$ cat src/rtl/tmr_pkg.sv
package tmr_pkg;
  typedef struct packed {
    logic       wdt_off;
    logic       spare;
    logic       src_pin;
    logic       edge_fall;
    logic       pre_wdt;
    logic [2:0] ratio;
  } mode_t;

  localparam int MODE_W = 8;
endpackage

$ cat src/rtl/tmr_prescaler.sv
module tmr_prescaler #(
  parameter int PW = 8
) (
  input  logic       clk,
  input  logic       rst_n,
  input  logic       ev,
  input  logic       clr,
  input  logic [2:0] ratio,
  input  logic       to_wdt,
  output logic       pulse
);
  logic [PW-1:0] cnt_q, cnt_d;
  logic [3:0]    shift;
  logic [PW:0]   full;
  logic [PW-1:0] mask;

  always_comb begin
    shift = to_wdt ? {1'b0, ratio} : ({1'b0, ratio} + 4'd1);
    full  = ({{PW{1'b0}}, 1'b1} << shift) - {{PW{1'b0}}, 1'b1};
    mask  = full[PW-1:0];
    pulse = ev & ((cnt_q & mask) == mask);
  end

  always_comb begin
    cnt_d = cnt_q;
    if (clr)
      cnt_d = '0;
    else if (ev)
      cnt_d = cnt_q + {{(PW-1){1'b0}}, 1'b1};
  end

  always_ff @(posedge clk or negedge rst_n) begin
    if (!rst_n) cnt_q <= '0;
    else        cnt_q <= cnt_d;
  end
endmodule

$ cat src/rtl/tmr_rtc.sv
module tmr_rtc #(
  parameter int CW = 8
) (
  input  logic          clk,
  input  logic          rst_n,
  input  logic          inc,
  input  logic          we,
  input  logic [CW-1:0] wdata,
  output logic [CW-1:0] q
);
  logic [CW-1:0] q_d;

  always_comb begin
    q_d = q;
    if (we)
      q_d = wdata;
    else if (inc)
      q_d = q + {{(CW-1){1'b0}}, 1'b1};
  end

  always_ff @(posedge clk or negedge rst_n) begin
    if (!rst_n) q <= '0;
    else        q <= q_d;
  end
endmodule

$ cat src/rtl/tmr_wdog.sv
module tmr_wdog #(
  parameter int WW = 8
) (
  input  logic clk,
  input  logic rst_n,
  input  logic adv,
  input  logic clr,
  output logic expire
);
  logic [WW-1:0] cnt_q, cnt_d;

  always_comb begin
    expire = adv & ~clr & (&cnt_q);
    cnt_d  = cnt_q;
    if (clr || expire)
      cnt_d = '0;
    else if (adv)
      cnt_d = cnt_q + {{(WW-1){1'b0}}, 1'b1};
  end

  always_ff @(posedge clk or negedge rst_n) begin
    if (!rst_n) cnt_q <= '0;
    else        cnt_q <= cnt_d;
  end
endmodule

$ cat src/rtl/tmr_wdt_core.sv
module tmr_wdt_core
  import tmr_pkg::*;
#(
  parameter int CW        = 8,
  parameter int WW        = 8,
  parameter int PW        = 8,
  parameter bit FORCE_WDT = 1'b0
) (
  input  logic          clk,
  input  logic          rst_n,
  input  logic          cyc_en,
  input  logic          ext_pin,
  input  logic          wdt_tick,
  input  logic          mode_we,
  input  logic [7:0]    mode_wdata,
  input  logic          clrwdt,
  input  logic          sleep,
  input  logic          cnt_we,
  input  logic [CW-1:0] cnt_wdata,
  output logic [CW-1:0] cnt_q,
  output logic          wdt_rst,
  output logic          tof,
  output logic          pwr_flag
);
  mode_t mode_q, mode_d;
  logic  pin_d;
  logic  asleep_q, asleep_d;
  logic  tof_d, pwr_d;
  logic  wdt_on, pin_edge, cnt_ev, wdt_ev;
  logic  pre_ev, pre_clr, pre_pulse;
  logic  rtc_inc, wdog_adv, wdog_clr, expire;

  always_comb begin
    wdt_on   = FORCE_WDT | ~mode_q.wdt_off;
    pin_edge = mode_q.edge_fall ? (pin_d & ~ext_pin) : (~pin_d & ext_pin);
    cnt_ev   = mode_q.src_pin ? pin_edge : cyc_en;
    wdt_ev   = wdt_tick & wdt_on;
    pre_ev   = mode_q.pre_wdt ? wdt_ev : cnt_ev;
    pre_clr  = cnt_we | expire | (mode_q.pre_wdt & (clrwdt | sleep));
    rtc_inc  = mode_q.pre_wdt ? cnt_ev : pre_pulse;
    wdog_adv = mode_q.pre_wdt ? pre_pulse : wdt_ev;
    wdog_clr = clrwdt | sleep;
  end

  tmr_prescaler #(.PW(PW)) u_pre (
    .clk    (clk),
    .rst_n  (rst_n),
    .ev     (pre_ev),
    .clr    (pre_clr),
    .ratio  (mode_q.ratio),
    .to_wdt (mode_q.pre_wdt),
    .pulse  (pre_pulse)
  );

  tmr_rtc #(.CW(CW)) u_rtc (
    .clk   (clk),
    .rst_n (rst_n),
    .inc   (rtc_inc),
    .we    (cnt_we),
    .wdata (cnt_wdata),
    .q     (cnt_q)
  );

  tmr_wdog #(.WW(WW)) u_wdog (
    .clk    (clk),
    .rst_n  (rst_n),
    .adv    (wdog_adv),
    .clr    (wdog_clr),
    .expire (expire)
  );

  always_comb begin
    mode_d = mode_q;
    if (expire)
      mode_d = mode_t'({mode_q.wdt_off, mode_q.spare, 6'h3F});
    else if (mode_we)
      mode_d = mode_t'(mode_wdata);

    tof_d = tof;
    if (expire)      tof_d = 1'b0;
    else if (clrwdt) tof_d = 1'b1;

    pwr_d = pwr_flag;
    if (expire && asleep_q) pwr_d = 1'b0;
    else if (clrwdt)        pwr_d = 1'b1;

    asleep_d = asleep_q;
    if (expire)     asleep_d = 1'b0;
    else if (sleep) asleep_d = 1'b1;
  end

  always_ff @(posedge clk or negedge rst_n) begin
    if (!rst_n) begin
      mode_q   <= mode_t'({MODE_W{1'b1}});
      pin_d    <= 1'b0;
      asleep_q <= 1'b0;
      tof      <= 1'b1;
      pwr_flag <= 1'b1;
      wdt_rst  <= 1'b0;
    end else begin
      mode_q   <= mode_d;
      pin_d    <= ext_pin;
      asleep_q <= asleep_d;
      tof      <= tof_d;
      pwr_flag <= pwr_d;
      wdt_rst  <= expire;
    end
  end
endmodule

$ cat config.mk
export PLATFORM = sky130hd
export DESIGN_NAME = tmr_wdt_core
export DESIGN_NICKNAME = d
export VERILOG_FILES = /design/src/rtl/tmr_pkg.sv /design/src/rtl/tmr_prescaler.sv /design/src/rtl/tmr_rtc.sv /design/src/rtl/tmr_wdog.sv /design/src/rtl/tmr_wdt_core.sv
export SDC_FILE = /design/constraint.sdc
export NUM_CORES = 1
export LEC_CHECK = 0
export BUFFER_PORTS_ARGS = -buffer_cell sky130_fd_sc_hd__buf_2
export CAP_MARGIN = 30
export CORE_UTILIZATION = 53
export CTS_BUF_LIST = sky130_fd_sc_hd__clkbuf_8
export CTS_CLUSTER_SIZE = 12
export DETAILED_ROUTE_END_ITERATION = 7
export PLACE_DENSITY_LB_ADDON = 0.15
export SYNTH_ARGS = -nofsm -noshare
export SYNTH_HDL_FRONTEND = slang
export SYNTH_SLANG_ARGS = --single-unit
$ cat constraint.sdc
create_clock -name clk -period 3.4 [get_ports clk]
set_clock_uncertainty 0.05 [all_clocks]
set_input_delay 0.34 -clock clk [delete_from_list [all_inputs] [get_ports clk]]
set_output_delay 0.34 -clock clk [all_outputs]
set_load 0.01 [all_outputs]
==> results.json <==
{
  "yosysMostFrequentCell": "dfrtp_1",
  "async_reset_ff_share_pct": 100,
  "cp_max_fo": 5,
  "yosys.cell_types.count": 52,
  "cts-buffers-inserted": 5,
  "num_vias": 2059,
  "slew_headroom_pct": 48.4,
  "area_growth_pct": 20.4,
  "layout-drive-gt1-share_pct": 29.2,
  "pre_cts_slack_ns": 0.0347,
  "routed_wl_mm": 4.97,
  "yosysTopAreaCellShare_pct": 29.7,
  "synth_common_cells": "dfrtp_1, nor2_1, nand2_1, mux2i_1, nand4_1",
  "critPathCaptureType": "register",
  "synth.net_count": 283,
  "min_period_ns": 3.17,
  "switching_power_mw": 0.330,
  "yosys_warnings": 0,
  "fillers": 354,
  "initial_core_util_pct": 56.2,
  "fmax_ghz": 0.315,
  "clock_latency_ns": 0.29,
  "cellPowerDensity_mw_per_mm2": 412,
  "synth_area_mm2": 0.00228,
  "slew_violations": 0,
  "hold_viol_final": 0,
  "finalCritPeriodShare_pct": 93.2,
  "ys_seq_area_share_pct": 40.0,
  "grt.total_usage_pct": 23.8,
  "gp_congestion": 0.832,
  "netlist_instances": 253,
  "multi_input_area_mm2": 0.00133,
  "viasPerCell": 5.87,
  "comb_power_share_pct": 25.7,
  "required_ns": 3.56,
  "antenna_left": 0,
  "start_kind": "register",
  "die_h_um": 67.6,
  "rrSetupSlack_ns": 0.23,
  "synth_xor_area_share_pct": 3.46,
  "synth_edf_count": 0,
  "drc": 0,
  "switching_share_pct": 29.2,
  "num_antenna_cells": 0,
  "tightestPinTransition_ns": 0.774,
  "synth-compound-area-share_pct": 18.3,
  "cap_violations": 0,
  "synth.mux.area_fraction_pct": 5.33,
  "min_path_type": "in2async",
  "wire_per_inst_um": 14.2,
  "num_io_pins": 36,
  "status": "finished clean",
  "synth.avg_cell_area_um2": 9.01,
  "synth_top_cell_by_area": "dfrtp_1",
  "num_rows": 23,
  "grt-ovfl-total": 0,
  "cts-root-buf": "clkbuf_8",
  "cts_num_sinks": 36,
  "clkSlewWorstSetupHoldPaths_ns": 0.07,
  "die_w_um": 67.6,
  "seqPwrFrac_pct": 42.3,
  "h-tree-depth": 2,
  "synth_top_family_by_area": "simple AND/OR/NAND/NOR gates",
  "timing.final.ws_setup_ns": 0.230,
  "ir_drop_mv": 0.279,
  "nNetsFinal": 330,
  "cp_cell_sequence": "ha_2 > nor2_4 > o211a_1 > nor2_2 > ha_2 > xnor2_2 > mux2i_1 > o31ai_1 > a22oi_2 > buf_4 > a41oi_2 > buf_4 > or3_1 > a21oi_1",
  "synth-adder-area-share_pct": 2.75,
  "critPathArrivalTime_ns": 3.33,
  "clockBufferDepth": 2,
  "setup_violations": 0,
  "max_stage_delay_ns": 0.54,
  "port-buffer-count": 34,
  "dp_hpwl_mm": 3.56,
  "grt_start_max_net_pins": 37,
  "crit_type": "reg2reg",
  "ys_ff_latch": 36,
  "cts_hold_buffers": 0,
  "grt_pass1_vias": 1846,
  "cp_slowest_cell": "dfstp_2",
  "dr.pass1.iters": 4,
  "finalSetupTns_ns": 0,
  "core_mm2": 0.00406,
  "cp.buffers_inverters": 2,
  "internal-power_mw": 0.800,
  "die_area_mm2": 0.00457,
  "fin_util_pct": 67.6,
  "tritoncts": "done",
  "regArea_um2": 912,
  "yosys-top-cells-area": "dfrtp_1, dfstp_2, mux2i_1",
  "synth_ff_type": "dfrtp_1",
  "clock_power_share_pct": 32.1,
  "drt_iter0_drc": 118,
  "antenna_found_initial": 0,
  "synth-simple-area-share_pct": 26.7,
  "path_delay_family": "compound AO/OA/AOI/OAI gates",
  "grt_pass1_wl_mm": 8.12,
  "power_leakage_nw": 1.23
}
[power groups by stage]
| stage | Combinational (mW) | Sequential [mW] | Clock (mW) |
|---|---|---|---|
| after detailed placement | 0.272 | 0.487 | 0 |
| after CTS | 0.272 | 0.479 | 0.372 |
| after global placement | 0.268 | 0.487 | 0 |
| final | 0.290 | 0.478 | 0.363 |
| after floorplan | 0.172 | 0.487 | 0 |
| after global routing | 0.319 | 0.481 | 0.391 |
[per-layer routing]
layer | share of wire (%) | GRT usage (%)
met3 | 3.1 | 5.57
met2 | 48 | 36.4
met1 | 47 | 32.5
met5 | 0 | 0
met4 | 1.6 | 8.51
[what timing repair did]
item,CTS,global route
buffers inserted,0,2
gates resized for setup,0,9
endpoints found under the setup margin,0,35
[kinds of logic after synthesis]
kind of cell,Yosys count
simple gates,115
mux,12
xor+xnor,9
flops,36
compound gates,57
buf+inv,19
fa+ha+maj,5
[worst paths after layout]
check | startpoint | endpoint | cells past startpoint
setup / recovery | mode_q[1]$_DFFE_PN1P_ | u_wdog.cnt_q[7]$_DFFE_PN0P_ | 14
hold / removal | rst_n | u_rtc.q[5]$_DFFE_PN0P_ | 1
setup reg to reg | mode_q[1]$_DFFE_PN1P_ | u_wdog.cnt_q[7]$_DFFE_PN0P_ | 14
hold reg to reg | asleep_q$_DFFE_PN0P_ | pwr_flag$_DFFE_PN1P_ | 1
max in group asynchronous | rst_n | u_wdog.cnt_q[7]$_DFFE_PN0P_ | 1
min in group clk | ext_pin | pin_d$_DFF_PN0_ | 1
[worst register-to-register path, cell delays in order, from the launching register on]
cell     delay, ns
dfstp_2       0.54
ha_2          0.30
nor2_4        0.11
o211a_1       0.19
nor2_2        0.05
ha_2          0.22
xnor2_2       0.14
mux2i_1       0.20
o31ai_1       0.10
a22oi_2       0.23
buf_4         0.16
a41oi_2       0.15
buf_4         0.20
or3_1         0.33
a21oi_1       0.14
[cells in the final DEF (no fill, tap or decap), types with 5 or more instances in the layout]
cell type and count:
a21oi_1 8, a31oi_1 9, and3_1 7, buf_2 34, buf_4 19, clkbuf_8 5, dfrtp_1 27, dfstp_2 9
inv_1 5, mux2i_1 11, nand2_1 25, nand3_1 9, nand4_1 10, nor2_1 24, nor2b_1 5, o211ai_1 9
o21ai_0 6, or4_1 7, xor2_1 6
[final cells by class]
cell class	instances	share of cell area (%)
Inverter	6	0.821
Clock inverter	3	1.41
Clock buffer	5	2.51
Sequential cell	36	33.2
Tap cell	50	2.28
Timing Repair Buffer	53	11.4
Multi-Input combinational cell	198	48.3
[registers in the layout, indices dropped and copies added (netlist names)]
name and cells:
wdt_rst 1, pin_d 1, u_pre.cnt_q 8, u_rtc.q 8, asleep_q 1, pwr_flag 1, u_wdog.cnt_q 8, mode_q 7
tof 1
[through the flow]
stage	area (um2)	instances	hold slack [ns]	power [mW]
global placement	2580	341	0.352	0.755
global route	2740	351	0.120	1.19
floorplan	2280	253	-0.00559	0.660
CTS	2690	349	0.101	1.12
finish	2740	351	0.0791	1.13
detailed placement	2580	341	0.359	0.758
Note: power is estimated with default switching activity, not from simulation.
